==> src/rtl/csc_pkg.sv <==
package csc_pkg;
  // Positions of the per-slot source enables and status bits
  localparam int unsigned SRC_DET = 0;
  localparam int unsigned SRC_AUX = 1;
  localparam int unsigned SRC_N   = 2;

  typedef enum logic {
    EVT_REMOVE = 1'b0,
    EVT_INSERT = 1'b1
  } csc_evt_kind_e;
endpackage

==> src/rtl/csc_pin_filter.sv <==
// Synchronizer plus debounce for one detect contact.
module csc_pin_filter #(
  parameter int unsigned DEB_LEN = 4
) (
  input  logic clk,
  input  logic rst_n,
  input  logic pin_i,
  output logic level_o,
  output logic chg_o
);
  localparam int unsigned CW = $clog2(DEB_LEN) + 1;

  logic [1:0]    sync_q;
  logic          stable_q, stable_d;
  logic [CW-1:0] cnt_q, cnt_d;
  logic          chg_q, chg_d;

  always_comb begin
    cnt_d    = '0;
    stable_d = stable_q;
    chg_d    = 1'b0;
    if (sync_q[1] != stable_q) begin
      if (cnt_q == CW'(DEB_LEN - 1)) begin
        stable_d = sync_q[1];
        chg_d    = 1'b1;
      end else begin
        cnt_d = cnt_q + 1'b1;
      end
    end
  end

  always_ff @(posedge clk or negedge rst_n) begin
    if (!rst_n) begin
      sync_q   <= '0;
      stable_q <= 1'b0;
      cnt_q    <= '0;
      chg_q    <= 1'b0;
    end else begin
      sync_q   <= {sync_q[0], pin_i};
      stable_q <= stable_d;
      cnt_q    <= cnt_d;
      chg_q    <= chg_d;
    end
  end

  assign level_o = stable_q;
  assign chg_o   = chg_q;
endmodule

==> src/rtl/csc_slot_detect.sv <==
// Two filtered contacts per slot; change pulse and insert classification.
module csc_slot_detect #(
  parameter int unsigned DEB_LEN = 4
) (
  input  logic clk,
  input  logic rst_n,
  input  logic cd_a_i,
  input  logic cd_b_i,
  output logic chg_o,
  output logic ins_o
);
  logic lvl_a, lvl_b, chg_a, chg_b;

  csc_pin_filter #(.DEB_LEN(DEB_LEN)) i_flt_a (
    .clk(clk), .rst_n(rst_n), .pin_i(cd_a_i), .level_o(lvl_a), .chg_o(chg_a)
  );
  csc_pin_filter #(.DEB_LEN(DEB_LEN)) i_flt_b (
    .clk(clk), .rst_n(rst_n), .pin_i(cd_b_i), .level_o(lvl_b), .chg_o(chg_b)
  );

  assign chg_o = chg_a | chg_b;
  assign ins_o = lvl_a & lvl_b;
endmodule

==> src/rtl/csc_event_fifo.sv <==
// Ring buffer taking up to NPUSH pushes per cycle in index order; drops when full.
module csc_event_fifo #(
  parameter int unsigned DEPTH = 5,
  parameter int unsigned NPUSH = 2,
  parameter int unsigned DW    = 2
) (
  input  logic                clk,
  input  logic                rst_n,
  input  logic [NPUSH-1:0]    push_i,
  input  logic [NPUSH*DW-1:0] push_data_i,
  input  logic                pop_i,
  output logic [DW-1:0]       head_o,
  output logic                valid_o,
  output logic                drop_o
);
  localparam int unsigned IW = (DEPTH > 1) ? $clog2(DEPTH) : 1;
  localparam int unsigned CW = $clog2(DEPTH + 1);
  localparam int unsigned SW = IW + CW + 1;

  logic [DW-1:0] mem_q [DEPTH];
  logic [DW-1:0] mem_d [DEPTH];
  logic [IW-1:0] rd_q, rd_d;
  logic [CW-1:0] cnt_q, cnt_d;
  logic [CW:0]   fill_c;
  logic [SW-1:0] sum_c;
  logic          pop_ok;

  assign pop_ok = pop_i && (cnt_q != '0);

  always_comb begin
    mem_d  = mem_q;
    fill_c = {1'b0, cnt_q};
    sum_c  = '0;
    drop_o = 1'b0;
    for (int i = 0; i < int'(NPUSH); i++) begin
      if (push_i[i]) begin
        if (fill_c < (CW+1)'(DEPTH)) begin
          sum_c = (SW'(rd_q) + SW'(fill_c)) % SW'(DEPTH);
          mem_d[sum_c[IW-1:0]] = push_data_i[i*DW +: DW];
          fill_c = fill_c + 1'b1;
        end else begin
          drop_o = 1'b1;
        end
      end
    end
    cnt_d = CW'(fill_c - {{CW{1'b0}}, pop_ok});
    rd_d  = rd_q;
    if (pop_ok) begin
      rd_d = (rd_q == IW'(DEPTH - 1)) ? '0 : rd_q + 1'b1;
    end
  end

  always_ff @(posedge clk or negedge rst_n) begin
    if (!rst_n) begin
      for (int i = 0; i < int'(DEPTH); i++) mem_q[i] <= '0;
      rd_q  <= '0;
      cnt_q <= '0;
    end else begin
      mem_q <= mem_d;
      rd_q  <= rd_d;
      cnt_q <= cnt_d;
    end
  end

  assign head_o  = mem_q[rd_q];
  assign valid_o = (cnt_q != '0);
endmodule

==> src/rtl/csc_event_queue.sv <==
module csc_event_queue #(
  parameter int unsigned NSLOT   = 2,
  parameter int unsigned DEPTH   = 5,
  parameter int unsigned DEB_LEN = 4,
  localparam int unsigned SLOT_W = (NSLOT > 1) ? $clog2(NSLOT) : 1,
  localparam int unsigned STAT_W = csc_pkg::SRC_N * NSLOT
) (
  input  logic              clk,
  input  logic              rst_n,
  input  logic [NSLOT-1:0]  cd_a_i,
  input  logic [NSLOT-1:0]  cd_b_i,
  input  logic [NSLOT-1:0]  aux_chg_i,
  input  logic [STAT_W-1:0] src_en_i,
  output logic [NSLOT-1:0]  irq_o,
  input  logic              stat_rd_i,
  output logic [STAT_W-1:0] stat_o,
  input  logic              pop_i,
  output logic              head_valid_o,
  output logic [SLOT_W-1:0] head_slot_o,
  output logic              head_ins_o,
  output logic              ovf_o,
  input  logic              ovf_clr_i
);
  import csc_pkg::*;

  localparam int unsigned DW = SLOT_W + 1;

  logic [NSLOT-1:0]    det_chg, det_ins, det_fire, aux_fire;
  logic [NSLOT*DW-1:0] push_data;
  logic [STAT_W-1:0]   stat_set, stat_q, stat_d;
  logic                ovf_q, ovf_d, drop;
  logic [DW-1:0]       head;

  for (genvar s = 0; s < int'(NSLOT); s++) begin : g_slot
    csc_evt_kind_e kind;

    csc_slot_detect #(.DEB_LEN(DEB_LEN)) i_det (
      .clk(clk), .rst_n(rst_n), .cd_a_i(cd_a_i[s]), .cd_b_i(cd_b_i[s]),
      .chg_o(det_chg[s]), .ins_o(det_ins[s])
    );

    assign kind        = det_ins[s] ? EVT_INSERT : EVT_REMOVE;
    assign det_fire[s] = det_chg[s] & src_en_i[SRC_N*s + SRC_DET];
    assign aux_fire[s] = aux_chg_i[s] & src_en_i[SRC_N*s + SRC_AUX];
    assign irq_o[s]    = det_fire[s] | aux_fire[s];
    assign push_data[s*DW +: DW] = {SLOT_W'(s), kind == EVT_INSERT};
    assign stat_set[SRC_N*s + SRC_DET] = det_fire[s];
    assign stat_set[SRC_N*s + SRC_AUX] = aux_fire[s];
  end

  csc_event_fifo #(.DEPTH(DEPTH), .NPUSH(NSLOT), .DW(DW)) i_fifo (
    .clk(clk), .rst_n(rst_n), .push_i(det_fire), .push_data_i(push_data),
    .pop_i(pop_i), .head_o(head), .valid_o(head_valid_o), .drop_o(drop)
  );

  always_comb begin
    stat_d = (stat_rd_i ? '0 : stat_q) | stat_set;
    ovf_d  = drop | (ovf_q & ~ovf_clr_i);
  end

  always_ff @(posedge clk or negedge rst_n) begin
    if (!rst_n) begin
      stat_q <= '0;
      ovf_q  <= 1'b0;
    end else begin
      stat_q <= stat_d;
      ovf_q  <= ovf_d;
    end
  end

  assign stat_o      = stat_q;
  assign ovf_o       = ovf_q;
  assign head_slot_o = head[DW-1:1];
  assign head_ins_o  = head[0];
endmodule

==> config.mk <==
export PLATFORM = sky130hd
export DESIGN_NAME = csc_event_queue
export DESIGN_NICKNAME = d
export VERILOG_FILES = /design/src/rtl/csc_pkg.sv /design/src/rtl/csc_pin_filter.sv /design/src/rtl/csc_slot_detect.sv /design/src/rtl/csc_event_fifo.sv /design/src/rtl/csc_event_queue.sv
export SDC_FILE = /design/constraint.sdc
export NUM_CORES = 1
export LEC_CHECK = 0
export CORE_MARGIN = 1
export CORE_UTILIZATION = 40
export DETAILED_ROUTE_END_ITERATION = 12
export PLACE_DENSITY = 0.62
export SLEW_MARGIN = 20
export SYNTH_ARGS = -nofsm -noshare
export SYNTH_HDL_FRONTEND = slang
export SYNTH_SLANG_ARGS = --single-unit
==> constraint.sdc <==
create_clock -name clk -period 4 [get_ports clk]
set_input_delay 0.6 -clock clk [delete_from_list [all_inputs] [get_ports clk]]
set_output_delay 0.6 -clock clk [all_outputs]
set_load 0.005 [all_outputs]
Yosys cells after proc, flatten, opt, wreduce, memory -nomap -nowiden
Index checks and enable logic that the tools add are counted.
- $add $sub $neg: 10
- multipliers: 0
- div/mod/pow operators: 2
- order comparisons: 7
- equal/unequal tests: 9
- shift-type cells: 0
- muxes and demuxes: 41
- bitwise operators: 17
- reduce and logical (&&, ||, !) cells: 8
- operators by type and width (kind ; number):
    2-to-1 mux 10 bit ; 4
    2-to-1 mux 3 bit ; 11
    bitwise mux 10 bit ; 2
    adder 3 x 1 -> 3 bit (second input constant) ; 6
    remainder unit 7 x 3 -> 7 bit (second input constant) ; 2
    2-to-1 mux 1 bit ; 14
    demux 2 bit (select 3 bit) ; 2
    equality test 3 x 2 -> 1 bit (second input constant) ; 4
    greater-or-equal comparator 4 bit (second input constant) ; 3
    2-to-1 mux 4 bit ; 3
    NOT 3 -> 4 bit ; 3
    less-than comparator 4 x 1 -> 1 bit (second input constant) ; 2
    2-to-1 mux 2 bit ; 4
    AND reduction 2 bit ; 4
    AND 1 bit ; 7
    binary-select mux 2 bit (select 3 bit) ; 1
    adder 3 x 4 -> 5 bit ; 1
    OR 1 bit ; 5
    adder 3 x 1 -> 4 bit (second input constant) ; 1
    adder 3 x 3 -> 4 bit ; 1
    less-than comparator 4 x 3 -> 1 bit (second input constant) ; 1
    != test 1 bit ; 4
    OR 4 bit ; 1
    equality test 3 bit (second input constant) ; 1
    5 further kinds ; 7
- register bits after elaboration: 49
- latch bits: 0
- memory bits (writable): 0
- ROM bits: 0
- input bits: 15
- output and inout port bits: 10
- memories: 0

Logic depth before layout (Yosys ltp)
Gate-level depths: netlist of the first run.
- depth in word-level cells: 13
- mapped depth: 15
- depth with buffers taken out: 15

Cells and area by module
From an unflattened synthesis of the first run, not the netlist that was laid out.
- cells, all modules: 324
- area, all modules: 3170.5 um2
- by module, submodules not included (module ; times used ; cells each ; area each (um2) ; seq. area each (um2)):
    csc_event_fifo ; 1 ; 235 ; 1945.6 ; 400.4
    csc_pin_filter ; 4 ; 15 ; 247.7 ; 175.2
    csc_event_queue ; 1 ; 25 ; 209.0 ; 125.1
    csc_slot_detect ; 2 ; 2 ; 12.5 ; 0.0

Worst setup path after synthesis of the first run
Ideal clock, no wire load.
- path type: register to register
- start: reg i_fifo.rd_q[0]
- end: reg i_fifo.mem_q[2] in the netlist's numbering
- library setup time: 0.126 ns
- arrival time: 3.262 ns
- data required time: 3.874 ns
- path slack: 0.612 ns
- stages on the path, launching flop included: 16
- period minus slack after synthesis: 3.388 ns
- cells stage by stage: dfrtp_1 ha_1 inv_1 fa_1 xnor2_1 inv_1 nor2_1 a21oi_1 ha_1 or3b_1 a221o_1 o21ai_2 nor3b_2 a22oi_1 mux2i_1 mux2i_1
- RTL lines (what ; RTL line ; RTL):
    from (decl) ; csc_event_fifo.sv:22 ; logic [IW-1:0] rd_q, rd_d;
    from (signal assigned) ; csc_event_fifo.sv:60 ; rd_q <= rd_d;
    to (signal assigned) ; csc_event_fifo.sv:59 ; mem_q <= mem_d;
    to (decl) ; csc_event_fifo.sv:20 ; logic [DW-1:0] mem_q [DEPTH];

==> impl_metrics.csv, run 1 <==
group,metric,value,unit
outcome,status,"finished clean",
timing,rsz0062_at_grt,"false",
worst_setup_path,r2r_cells,15,
global_routing,track_usage,15.95,%
floorplan,core_area,0.006531,mm^2
logic_synthesis,async_reset_ff_share,100.0,%
worst_setup_path,crit_start,"i_fifo.rd_q[0]",
detailed_routing,vias,1951,
floorplan,dieArea,0.007259,mm^2
place,numPortBuffers,24,
logic_synthesis,netlist_area,0.002769,mm^2
layout,final_cell_mix,"dfrtp_1, inv_1, clkdlybuf4s50_1, ha_1",
logic_synthesis,netlist_top_cells_area,"dfrtp_1, ha_1, mux2i_1, o21ai_0, inv_1",
logic_synthesis,synth_top_area_share,44.28,%
timing,final_min_period_over_clock_period,91.80,%
floorplan,die_w,85.20,um
detailed_routing,drtIter0Drc,80,
worst_setup_path,worstPathArrival,3.86,ns
layout,final_util,49.10,%
timing,tightest_slew,0.6284,ns
global_routing,grt_pass1_wl,8.983,mm
timing,timing.final.ws_setup,0.3280,ns
logic_synthesis,yosysWarnings,0,
clocking,clk_path_buf_depth,2,
clocking,cts.sinks,49,
clocking,clk_pin_slew,0.10,ns
detailed_routing,routedWlPerCell,13.97,um
worst_setup_path,startpoint_type,"register",
logic_synthesis,post_synth_num_cell_types,45,
timing,relSlewSlack,58.11,%
clocking,cts_setup_buffers,0,
place,dp.cells,366,
floorplan,start_util,42.39,%
worst_setup_path,crit_cells,15,
logic_synthesis,syn_inst,266,
layout,drive_above_1_share,9.091,%
floorplan,rows,29,
detailed_routing,finalWirelength,5.223,mm
layout,areaGrowthSynthToFinish,15.82,%
clocking,cts_tree,"built",
place,post-dp-hpwl,3.969,mm
timing,setup_viol,0,
global_routing,grt_max_degree,50,
worst_setup_path,critPathMaxStageDelay,0.51,ns
worst_setup_path,crit_type,"register to register",
timing,clock_skew,0.004178,ns
worst_setup_path,crit_chain,"ha_1, inv_1, fa_1, xnor2_2, inv_1, nor2_1, a21oi_1, ha_1, or3b_1, a221o_1, o21ai_2, nor3b_2, a22oi_1, mux2i_1, mux2i_1",
timing,drv_slew,0,
run,cap_violations,0,
clocking,root_buffer,"clkbuf_8",
layout,final_common_cell,"dfrtp_1",
logic_synthesis,synth-seq-area-share,44.28,%
clocking,clk_latency,0.30,ns
worst_setup_path,cp_max_fo,7,
worst_setup_path,path_buf_inv,2,
place,place_ws,0.2766,ns
detailed_routing,drcViolationCount,0,
floorplan,io_pins,25,
worst_setup_path,critPathTopFamily,"adder cells",
layout,final_cells,374,
place,routabilityCongestion,0.7676,
detailed_routing,viasPerCell,5.217,
detailed_routing,ant_nets,0,
clocking,cts_htree_levels,2,
clocking,numCtsBuffers,5,
worst_setup_path,critPathRequiredTime,4.19,ns
timing,hold_violations,0,
worst_setup_path,regToRegStartpoint,"i_fifo.rd_q[0]",
timing,finalSetupTns,0,ns
timing,max_freq,272.3,MHz
min_path,hp-class,"primary input to async pin",
logic_synthesis,ys.flop_type,"dfrtp_1",
logic_synthesis,synth_edf_count,0,
layout,final_nets,335,
logic_synthesis,synth_area_leader_cell,"dfrtp_1",
global_routing,grt_pass1_vias,1823,
logic_synthesis,syn_nets,305,
detailed_routing,first_pass_iters,5,
logic_synthesis,ys_ff_latch,49,
worst_setup_path,cp-end-kind,"register",
floorplan,fp.dieH,85.20,um
timing,fin_crit,3.672,ns
layout,antenna_cells,0,
logic_synthesis,avgSynthCellArea,10.41,um^2
worst_setup_path,cp_slowest_cell,"dfrtp_1",
global_routing,grt-ovfl-total,0,
global_routing,antenna_found_initial,0,
-- state kept, by name, indices dropped and copies added (netlist names), 3 cells and up --
name                         cells
i_fifo.rd_q                      3
g_slot.i_det.i_flt_a.sync_q      4
i_fifo.mem_q                    10
g_slot.i_det.i_flt_b.sync_q      4
stat_o                           4
g_slot.i_det.i_flt_b.cnt_q       6
i_fifo.cnt_q                     3
g_slot.i_det.i_flt_a.cnt_q       6
-- per-layer routing --
layer	up-vias	part of all wire, %	track usage [%]
met5	-	0	0
met4	0	1.2	5.085
met3	4	2.4	2.626
met2	28	47	25.66
li1	994	-	-
met1	925	50	22.05
-- final timing paths --
check,to,slack (ns)
setup / recovery,i_fifo.mem_q[2],0.33
hold / removal,g_slot[0].i_det.i_flt_a.sync_q[0],0.30
min in group clk,g_slot[1].i_det.i_flt_b.sync_q[1],0.36
hold reg to reg,g_slot[1].i_det.i_flt_b.sync_q[1],0.36
setup reg to reg,i_fifo.mem_q[2],0.33
max in group asynchronous,i_fifo.mem_q[2],3.27
-- synthesized netlist by cell type (2+ instances only) --
cell type,instances
o21ai_0,19
o211ai_1,3
dfrtp_1,49
nor3b_1,7
nand2_1,19
xnor2_1,7
mux4_2,2
o21ai_1,3
a21o_1,7
nor2b_1,9
a21oi_1,7
nand2b_1,2
inv_1,24
fa_1,2
nand3_1,11
a22oi_1,3
nor3_1,6
mux2i_1,11
xor2_1,2
mux2_2,5
nor2_1,17
ha_1,22
nor4_1,4
and2_1,3
o21a_1,2
-- kinds of logic after synthesis --
kind of cell / synth area share (%)
AO/OA/AOI/OAI: 13.69
XOR/XNOR: 2.847
multiplexers: 7.637
AND/OR/NAND/NOR: 16.76
buffers and inverters: 3.389
flip-flops: 44.28
adder cells (fa/ha/maj): 11.39
-- layout make-up --
| cell class | count | area [um^2] |
|---|---|---|
| Sequential cell | 49 | 1226 |
| Clock inverter | 2 | 17.52 |
| Tap cell | 77 | 96.34 |
| Multi-Input combinational cell | 192 | 1456 |
| Inverter | 24 | 90.09 |
| Timing Repair Buffer | 24 | 237.7 |
| Clock buffer | 6 | 82.58 |
| Fill cell | 613 | 3324 |
-- stage by stage --
step	instance area [um^2]	hold WS, ns
floorplan	2769	0.3044
global placement	3097	0.3331
detailed placement	3097	0.3397
CTS	3197	0.3630
global route	3207	0.3562
finish	3207	0.3024
-- repair_timing --
action / CTS / global route
gates resized for setup: 0 / 1
hold buffers: 0 / 0
setup endpoints to repair: 0 / 5
Power of run 1 is not shown: default switching activity piles up to over one toggle a cycle in this logic, so the estimate is an artifact.
==> inputs of run 2 (changes only) <==
PLACE_DENSITY = 0.67   (was 0.62)
==> run 2 against run 1 <==
Net effect: critical path type unchanged; fmax rose by 0.49%; clock skew is essentially flat; register-to-register slack improved by 0.02 ns; die area did not move; utilization is 0.23 points lower; sequential share of layout area increased by 0.18 points; critical path depth is the same; count of clock-buffer cells in the layout decreased by 1; first-iteration DRC count shrank 36%; setup slack improved by 0.018 ns.
==> impl_metrics.csv, run 2 (synthesis results as in run 1) <==
group,metric,value,unit
floorplan,io_pins,25,
detailed_routing,drcViolationCount,0,
timing,drv_slew,0,
detailed_routing,vias,1950,
place,routabilityCongestion,0.8379,
timing,max_freq,273.7,MHz
worst_setup_path,cp_max_fo,7,
min_path,hp-class,"primary input to async pin",
global_routing,grt_pass1_wl,8.721,mm
worst_setup_path,worstPathArrival,3.84,ns
layout,regMostFlops,"i_fifo.mem_q",
clocking,cts_tree,"built",
place,dp.cells,366,
layout,final_nets,335,
global_routing,grt-ovfl-total,0,
clocking,root_buffer,"clkbuf_8",
layout,drive_above_1_share,8.784,%
worst_setup_path,startpoint_type,"register",
timing,finalSetupTns,0,ns
global_routing,grt_max_degree,50,
floorplan,rows,29,
detailed_routing,viasPerCell,5.228,
clocking,numCtsBuffers,5,
detailed_routing,finalWirelength,5.050,mm
timing,tightest_slew,0.6019,ns
global_routing,antenna_found_initial,0,
floorplan,dieArea,0.007259,mm^2
outcome,status,"finished clean",
clocking,clk_pin_slew,0.09,ns
floorplan,start_util,42.39,%
floorplan,die_w,85.20,um
layout,reg_top3,"i_fifo.mem_q x10, g_slot.i_det.i_flt_a.cnt_q x6, g_slot.i_det.i_flt_b.cnt_q x6",
clocking,cts_setup_buffers,0,
timing,rsz0062_at_grt,"false",
layout,areaGrowthSynthToFinish,15.27,%
timing,setup_viol,0,
worst_setup_path,cp-end-kind,"register",
timing,clock_skew,0.004464,ns
layout,largest_reg_flops,10,
layout,antenna_cells,0,
worst_setup_path,crit_chain,"ha_1, inv_1, fa_1, xnor2_2, inv_1, nor2_1, a21oi_1, ha_1, or3b_1, a221o_1, o21ai_2, nor4b_1, nor3_2, mux2i_1, mux2i_1",
detailed_routing,routedWlPerCell,13.54,um
run,cap_violations,0,
detailed_routing,drtIter0Drc,51,
timing,hold_violations,0,
detailed_routing,first_pass_iters,4,
timing,fin_crit,3.654,ns
timing,final_min_period_over_clock_period,91.35,%
timing,relSlewSlack,59.87,%
worst_setup_path,critPathRequiredTime,4.19,ns
clocking,clk_latency,0.31,ns
worst_setup_path,critPathMaxStageDelay,0.51,ns
layout,final_cells,373,
worst_setup_path,crit_type,"register to register",
detailed_routing,ant_nets,0,
clocking,cts.sinks,49,
clocking,cts_htree_levels,2,
global_routing,track_usage,15.39,%
layout,final_cell_mix,"dfrtp_1, inv_1, clkdlybuf4s50_1, ha_1",
place,numPortBuffers,24,
clocking,clk_path_buf_depth,2,
layout,final_common_cell,"dfrtp_1",
global_routing,grt_pass1_vias,1850,
worst_setup_path,cp_slowest_cell,"dfrtp_1",
floorplan,core_area,0.006531,mm^2
floorplan,fp.dieH,85.20,um
place,post-dp-hpwl,3.882,mm
run 2: path summary, 6_finish.rpt:
path                                                   startpoint                                end  slack [ns]  depth (start not counted)
max in group asynchronous                                   rst_n   g_slot[1].i_det.i_flt_a.cnt_q[0]        3.30                          1
worst max register to register                     i_fifo.rd_q[0]                    i_fifo.mem_q[0]        0.35                         15
worst min-delay path                                        rst_n  g_slot[0].i_det.i_flt_a.sync_q[1]        0.29                          1
min in group clk                g_slot[1].i_det.i_flt_b.sync_q[0]  g_slot[1].i_det.i_flt_b.sync_q[1]        0.35                          0
worst max-delay path                               i_fifo.rd_q[0]                    i_fifo.mem_q[0]        0.35                         15
worst min register to register  g_slot[1].i_det.i_flt_b.sync_q[0]  g_slot[1].i_det.i_flt_b.sync_q[1]        0.35                          0
run 2: final cells by class:
class	count	area, um^2
inverters	24	90.09
repair buffers	24	237.7
multi-input cells	192	1456
flip-flops and latches	49	1226
clock buffers	5	68.82
fillers	602	3339
clock inverters	2	16.27
well taps	77	96.34
run 2: routing by layer:
metal / vias to the layer above / global-route usage, % / wire length (um) / share of wire (%)
li1: 993 / - / - / -
met4: 0 / 4.622 / 61 / 1.2
met1: 927 / 20.89 / 2449 / 48
met3: 7 / 3.502 / 167 / 3.3
met5: - / 0 / 0 / 0
met2: 23 / 24.63 / 2373 / 47
run 2: timing repair:
item | 4_1_cts | 5_1_grt
resized for setup | 0 | 1
setup endpoints to repair | 0 | 4
hold endpoints to repair | 0 | 0
hold buffers | 0 | 0
run 2: through the flow:
| stage | setup WS, ns | hold slack (ns) | util (%) | area [um^2] |
|---|---|---|---|---|
| floorplan | 0.6116 | 0.3044 | - | 2769 |
| global placement | 0.3751 | 0.3317 | 47.41 | 3097 |
| detailed placement | 0.2480 | 0.3347 | 47.41 | 3097 |
| CTS | 0.2281 | 0.3567 | 48.72 | 3182 |
| global route | 0.04595 | 0.3421 | 48.87 | 3192 |
| finish | 0.3460 | 0.2919 | 48.87 | 3192 |
run 2: worst max-delay path, delay by kind of cell (launching register included):
family | cells | cell delay, ns
adder cells (fa/ha/maj) | 3 | 0.86
XOR/XNOR | 1 | 0.24
buffers and inverters | 2 | 0.20
flip-flops | 1 | 0.51
multiplexers | 2 | 0.31
AO/OA/AOI/OAI | 3 | 0.57
AND/OR/NAND/NOR | 4 | 0.84
Power of run 2 is left out for the same reason.
